<file path="src/rtl/burst_addr_pkg.sv">
package burst_addr_pkg;
  typedef enum logic [2:0] {
    OP_HOLD    = 3'd0,
    OP_CLR     = 3'd1,
    OP_LOAD    = 3'd2,
    OP_ADV     = 3'd3,
    OP_MASK_WR = 3'd4
  } bag_op_e;
endpackage

</file>
<file path="src/rtl/bag_op_decode.sv">
module bag_op_decode
  import burst_addr_pkg::*;
(
  input  logic    ld,
  input  logic    adv,
  input  logic    clr,
  input  logic    msk_sel,
  output bag_op_e op
);
  // clear beats load, load beats step; mask select steers load to the mask
  always_comb begin
    if (clr)                  op = OP_CLR;
    else if (ld && msk_sel)   op = OP_MASK_WR;
    else if (ld)              op = OP_LOAD;
    else if (adv && !msk_sel) op = OP_ADV;
    else                      op = OP_HOLD;
  end
endmodule

</file>
<file path="src/rtl/bag_mask_reg.sv">
module bag_mask_reg #(
  parameter int AW = 17
) (
  input  logic          clk,
  input  logic          rst,
  input  logic          wr,
  input  logic [AW-1:0] wdata,
  output logic [AW-1:0] mask
);
  localparam logic [AW-1:0] MASK_OPEN = {AW{1'b1}};

  always_ff @(posedge clk) begin
    if (rst)     mask <= MASK_OPEN;
    else if (wr) mask <= wdata;
  end

  AST_MASK_WRITE: assert property (@(posedge clk) disable iff (rst)
    $past(!rst && wr) |-> mask == $past(wdata));
  AST_MASK_KEEP: assert property (@(posedge clk) disable iff (rst)
    $past(!rst && !wr) |-> $stable(mask));
endmodule

</file>
<file path="src/rtl/bag_counter.sv">
module bag_counter
  import burst_addr_pkg::*;
#(
  parameter int AW = 17
) (
  input  logic          clk,
  input  logic          rst,
  input  bag_op_e       op,
  input  logic [AW-1:0] addr_in,
  input  logic [AW-1:0] mask,
  output logic [AW-1:0] cnt,
  output logic          irq
);
  logic [AW-1:0] step_val;
  logic [AW-1:0] field_sum;
  logic          step_full;

  // fixed bits are forced to one so the carry skips over them
  always_comb begin
    field_sum = (cnt | ~mask) + {{(AW-1){1'b0}}, 1'b1};
    step_val  = (cnt & ~mask) | (field_sum & mask);
    step_full = (step_val & mask) == mask;
  end

  always_ff @(posedge clk) begin
    if (rst) begin
      cnt <= '0;
      irq <= 1'b0;
    end else begin
      unique case (op)
        OP_CLR: begin
          cnt <= cnt & ~mask;
          irq <= 1'b0;
        end
        OP_LOAD: begin
          cnt <= addr_in;
          irq <= 1'b0;
        end
        OP_ADV: begin
          cnt <= step_val;
          irq <= step_full;
        end
        OP_MASK_WR: irq <= 1'b0;
        default: ;
      endcase
    end
  end

  AST_LOAD_TAKES_ADDR: assert property (@(posedge clk) disable iff (rst)
    $past(!rst && op == OP_LOAD) |-> cnt == $past(addr_in));
  AST_STEP_FIXED_BITS: assert property (@(posedge clk) disable iff (rst)
    $past(!rst && op == OP_ADV) |-> (cnt & ~$past(mask)) == ($past(cnt) & ~$past(mask)));
  AST_CLR_FIELD_ZERO: assert property (@(posedge clk) disable iff (rst)
    $past(!rst && op == OP_CLR) |-> ((cnt & $past(mask)) == '0) &&
      ((cnt & ~$past(mask)) == ($past(cnt) & ~$past(mask))));
  AST_IDLE_HOLDS: assert property (@(posedge clk) disable iff (rst)
    $past(!rst && (op == OP_HOLD || op == OP_MASK_WR)) |-> $stable(cnt));
endmodule

</file>
<file path="src/rtl/burst_addr_gen.sv">
module burst_addr_gen
  import burst_addr_pkg::*;
#(
  parameter int AW = 17
) (
  input  logic          clk,
  input  logic          rst,
  input  logic [AW-1:0] addr_in,
  input  logic          ld,
  input  logic          adv,
  input  logic          clr,
  input  logic          msk_sel,
  output logic [AW-1:0] mem_addr,
  output logic [AW-1:0] rb_data,
  output logic          cnt_irq
);
  bag_op_e       op;
  logic [AW-1:0] mask;
  logic [AW-1:0] cnt;
  logic          irq;

  bag_op_decode u_dec (
    .ld      (ld),
    .adv     (adv),
    .clr     (clr),
    .msk_sel (msk_sel),
    .op      (op)
  );

  bag_mask_reg #(.AW(AW)) u_mask (
    .clk   (clk),
    .rst   (rst),
    .wr    (op == OP_MASK_WR),
    .wdata (addr_in),
    .mask  (mask)
  );

  bag_counter #(.AW(AW)) u_cnt (
    .clk     (clk),
    .rst     (rst),
    .op      (op),
    .addr_in (addr_in),
    .mask    (mask),
    .cnt     (cnt),
    .irq     (irq)
  );

  assign mem_addr = cnt;
  assign cnt_irq  = irq;
  assign rb_data  = msk_sel ? mask : cnt;

  AST_IRQ_MEANS_FULL: assert property (@(posedge clk) disable iff (rst)
    cnt_irq |-> (mem_addr & mask) == mask);
  AST_RESET_STATE: assert property (@(posedge clk)
    $past(rst) |-> mem_addr == '0 && mask == {AW{1'b1}} && !cnt_irq);
endmodule

</file>
<file path="config.mk">
export PLATFORM = sky130hd
export DESIGN_NAME = burst_addr_gen
export DESIGN_NICKNAME = d
export VERILOG_FILES = /design/src/rtl/burst_addr_pkg.sv /design/src/rtl/bag_op_decode.sv /design/src/rtl/bag_mask_reg.sv /design/src/rtl/bag_counter.sv /design/src/rtl/burst_addr_gen.sv
export SDC_FILE = /design/constraint.sdc
export NUM_CORES = 1
export LEC_CHECK = 0
export BUFFER_PORTS_ARGS = -buffer_cell sky130_fd_sc_hd__buf_2
export CAP_MARGIN = 20
export CORE_MARGIN = 4
export CORE_UTILIZATION = 30
export CTS_BUF_LIST = sky130_fd_sc_hd__clkbuf_16
export DETAILED_ROUTE_END_ITERATION = 12
export GPL_TIMING_DRIVEN = 0
export PLACE_DENSITY = 0.54
export SLEW_MARGIN = 10
export SYNTH_ARGS = -nofsm -noshare
export SYNTH_HDL_FRONTEND = slang
export SYNTH_HIERARCHICAL = 1
export SYNTH_SLANG_ARGS = --single-unit
</file>
<file path="constraint.sdc">
create_clock -name clk -period 2.5 [get_ports clk]
set_input_delay 0.25 -clock clk [delete_from_list [all_inputs] [get_ports clk]]
set_output_delay 0.25 -clock clk [all_outputs]
set_load 0.01 [all_outputs]
</file>
-- Yosys cells after proc, flatten, opt, wreduce, memory -nomap -nowiden
Index checks and enable logic that the tools add are counted.
- word-level logic and storage cells: 28
- register bits: 35
- input port bits: 23
- $add $sub $neg: 1
- bitwise operators: 6
- equality and inequality tests: 5
- reduce and logical (&&, ||, !) cells: 6
- multiplexer cells: 7
- operators by type and width (cell ; number):
    $and 17x17->17 ; 3
    $pmux 17 s3 ; 1
    $or 17x17->17 ; 2
    $add 17x1->17 const B ; 1
    $eq 17x17->1 ; 1
    $mux 17 ; 1
    $not 17->17 ; 1
    $mux 3 ; 3
    $eq 3x2->1 const B ; 2
    $eq 3x1->1 const B ; 1
    $eq 3x3->1 const B ; 1
    $reduce_bool 3->1 ; 1
    $reduce_or 3->1 ; 1
    $logic_and 1x1->1 ; 2
    $mux 2 ; 1
    $pmux 1 s2 ; 1
    $reduce_bool 2->1 ; 1
    $logic_not 1->1 ; 1

-- Logic depth before layout (Yosys ltp)
- word-level depth: 9
- gate-level depth with buffers: 11
- gate-level depth less buffers: 11

-- Cells and area by module
The synthesis kept the hierarchy.
- by module, submodules not included (module ; seq. area each (µm²) ; area an instance (µm²) ; times used ; cells an instance):
    bag_counter ; 360.3 ; 1920.6 ; 1 ; 282
    bag_mask_reg ; 340.3 ; 641.9 ; 1 ; 56
    burst_addr_gen ; 0.0 ; 267.8 ; 1 ; 20
    bag_op_decode ; 0.0 ; 30.0 ; 1 ; 6

-- Least setup slack after synthesis
No wires, ideal clock.
- kind: reg2reg
- start point: reg u_cnt.cnt[0]
- end point: reg u_cnt.irq
- path buffers: 0
- slack: 221 ps
- setup time: 67 ps
- period minus slack after synthesis: 2279 ps
- cell stages (with the launch flop): 11
- data arrival time: 2212 ps
- path through: dfxtp_1 -> inv_1 -> ha_1 -> inv_1 -> ha_1 -> nand2_1 -> nor4_4 -> nand2_1 -> xnor2_1 -> a2111o_1 -> o21ai_2
- cells in the longest elaborated chain, start to end: 7
- elaborated cells between the ends (all ways): 8
- ends and longest elaborated chain (what ; RTL line ; RTL):
    from (decl) ; bag_counter.sv:11 ; output logic [AW-1:0] cnt,
    from (signal assigned) ; bag_counter.sv:32 ; cnt <= cnt & ~mask;
    from (signal assigned) ; bag_counter.sv:36 ; cnt <= addr_in;
    from (signal assigned) ; bag_counter.sv:40 ; cnt <= step_val;
    $or 17x17->17 ; bag_counter.sv:20 ; field_sum = (cnt | ~mask) + {{(AW-1){1'b0}}, 1'b1};
    $add 17x1->17 ; bag_counter.sv:20 ;
    $and 17x17->17 ; bag_counter.sv:21 ; step_val = (cnt & ~mask) | (field_sum & mask);
    $or 17x17->17 * ; bag_counter.sv:21 ;
    $and 17x17->17 * ; bag_counter.sv:22 ; step_full = (step_val & mask) == mask;
    $eq 17x17->1 * ; bag_counter.sv:22 ;
    $pmux 1 s2 * ; bag_counter.sv:30 ; unique case (op)
    to (signal assigned) ; bag_counter.sv:41 ; irq <= step_full;
    to (decl) ; bag_counter.sv:12 ; output logic irq
Every way passes the cells marked *; elsewhere a longest branch is shown, timed or not.
A chain may end at the register's enable or synchronous reset.

-- Worst setup path in the final report
Same ends and word-level chain as after synthesis.

==> impl_metrics.yaml <==
run_status:
  outcome: "completed"
setup_path:
  setup.worst_path.start_class: "register"
  crit_family: "simple AND/OR/NAND/NOR gates"
  cpMostUsedCell: "inv_1"
  crit_fanout: 6
  cp-end-kind: "register"
  cp_cell_sequence: "inv_1 > ha_1 > inv_1 > ha_4 > nand2_2 > nor4_4 > buf_4 > nor2_1 > nor4_1 > nand4_1 > o21ai_2"
  arrival_ns: 2.55
  slowest_delay_ns: 0.41
  crit_slowest_cell: "nor4_4"
  cp_num_buf_inv: 3
  critical_path_class: "reg2reg"
  cp.required_ns: 2.72
clocking:
  h-tree-depth: 2
  cts_buffer_depth: 2
  clk_pin_slew_worst_paths_ns: 0.06
  clk_latency_ns: 0.28
  cts_tree: "yes"
  cts_made_buffers: 5
  cts-root-buf: "clkbuf_16"
  clock-sinks: 35
routing:
  vias: 2867
  drtIter0Drc: 132
  viasPerCell: 5.13
  drc: 0
  ant_nets: 0
  drt_wl_total_um: 9420
  dr.pass1.iters: 4
  wl_per_cell_um: 16.9
timing:
  clock.fmax_mhz: 429
  fin_crit_ns: 2.33
  worstMarginPinSlew_ns: 1.11
  finalHoldViolCount: 0
  fin_skew_ns: 0.00386
  relSlewSlack: 0.255
  min_period_over_period: 0.933
  setup_ws_ns: 0.167
  setup_viol: 0
  worst_hold_slack_ns: 0.178
  rsz0062_at_grt: "false"
  slew_viol_final: 0
grt:
  grt_pass1_vias: 2731
  antenna_found_initial: 0
  overflow: 0
  grt_max_degree: 11
  grt_first_pass_wirelength_um: 14700
  grt_usage: 0.167
floorplan:
  num_rows: 35
  die_x_um: 106
  initial_core_util: 0.310
  die_y_um: 106
  die_area_um2: 11200
  design.core.area_um2: 9240
  io_pins: 58
power:
  clkPwrFrac: 0.379
  p_switching_uw: 490
  intPower_mw: 1.11
  p_comb_frac: 0.232
  power_leakage_nw: 1.46
  worst_ir_drop_vdd_mv: 0.230
  p_seq_frac: 0.389
  power.total_mw: 1.60
  power_switching_share: 0.307
  powerDensity_nw_per_um2: 458
layout:
  syn_to_final_growth_pct: 22.0
  n_antenna_cell: 0
  post-route-cell-area_um2: 3490
  layout.nets: 456
  layout-drive-gt1-share: 0.258
  fin_util: 0.378
  nFillCells: 985
logic_synthesis:
  async_reset_ff_frac: 0
  synth.distinct_cells: 52
  synthTopCellsByCount: "dfxtp_1, nor2b_1, nand2_1, nor2_1, a21oi_1"
  synth_edf_count: 0
  synth_top_area_frac: 0.245
  postSynthNetCount: 391
  ys_seq_elements: 35
  yosys.area.top_type: "dfxtp_1"
  yosys_warnings: 6
  netlist_area_um2: 2860
  synthCells: 364
  synth_area_per_cell_um2: 7.86
  yosysSeqAreaShare: 0.245
  ys_top_cells_by_area: "dfxtp_1, nor2b_1, a211o_1"
  synth_ff_type: "dfxtp_1"
placed_design:
  port_buffers: 56
  post_dp_cell_area_um2: 3300
  gp_congestion: 0.820
  dp_slack_ns: -0.413
  hpwl_um: 6750
min_path:
  hold_class: "in2reg"
flow_run:
  maxCapViolations: 0
[layer usage]
metal	vias up	part of all wire	GRT usage
met5	-	0	0
met4	0	0.0087	0.0435
met3	7	0.052	0.0263
met2	75	0.48	0.279
met1	1363	0.46	0.222
li1	1422	-	-
[flip-flops by register name, indices dropped and copies added (netlist names)]
name         flops
u_cnt/cnt       17
u_cnt/irq        1
u_mask/mask     17
[placed cells by master (no fill, tap or decap), drive strengths merged, types with 4 or more instances in the layout]
master | synthesis | layout
buf | 8 | 66
mux2i | 4 | 4
nor4 | 4 | 4
clkbuf | 11 | 16
nand3 | 7 | 7
and3 | 5 | 5
nor3 | 6 | 6
nor2 | 33 | 33
nor3b | 4 | 4
o21ai | 23 | 23
inv | 17 | 19
nand2 | 33 | 33
nand4 | 4 | 4
a211o | 18 | 18
dfxtp | 35 | 35
nand2b | 10 | 10
ha | 4 | 4
mux2 | 17 | 17
nor2b | 35 | 35
a211oi | 9 | 9
xnor2 | 10 | 10
a21oi | 30 | 30
or2b | 6 | 6
or3 | 6 | 6
[final timing paths]
kind / from / slack, ns / cells after the start / endpoint
max: u_cnt/cnt[0]$_SDFFE_PP0P_ / 0.17 / 11 / u_cnt/irq$_SDFFE_PP0P_
min: addr_in[14] / 0.18 / 2 / u_mask/mask[14]$_SDFFE_PP1P_
max reg2reg: u_cnt/cnt[0]$_SDFFE_PP0P_ / 0.17 / 11 / u_cnt/irq$_SDFFE_PP0P_
min reg2reg: u_cnt/cnt[0]$_SDFFE_PP0P_ / 0.55 / 2 / u_cnt/cnt[0]$_SDFFE_PP0P_
[repair_timing]
action,CTS,global route
gates resized for setup,4,8
hold buffers,0,0
buffers inserted,0,2
pin swaps,1,1
endpoints found under the setup margin,8,11
[cell families after synthesis]
kind of cell,Yosys count,synth area share
compound gates,99,0.227
flops,35,0.245
xor+xnor,12,0.0367
mux,21,0.0941
buf+inv,36,0.0656
simple gates,157,0.314
fa+ha+maj,4,0.0175
[layout make-up]
type	count	area [um2]	share of cell area
timing repair buffer	58	295	0.0846
inverter	17	63.8	0.0183
multi-input combinational	293	2000	0.574
tap	129	161	0.0462
clock inverter	3	12.5	0.00358
clock buffer	5	125	0.0358
sequential	35	702	0.201
buffer	19	126	0.0362
[power by group through the flow]
stage / logic [mW] / clock network, mW / registers (mW)
after detailed placement: 0.360 / 0 / 0.633
after CTS: 0.364 / 0.615 / 0.620
after floorplan: 0.234 / 0 / 0.629
after global routing: 0.408 / 0.634 / 0.627
after global placement: 0.355 / 0 / 0.632
final: 0.370 / 0.606 / 0.621
[stage by stage]
step | instances | TNS [ns]
after CTS | 557 | 0
final | 559 | 0
after global placement | 549 | -2.78
after floorplan | 364 | 0
after global routing | 559 | 0
after detailed placement | 549 | -3.06
No activity file was read; power rests on OpenSTA's default activity.
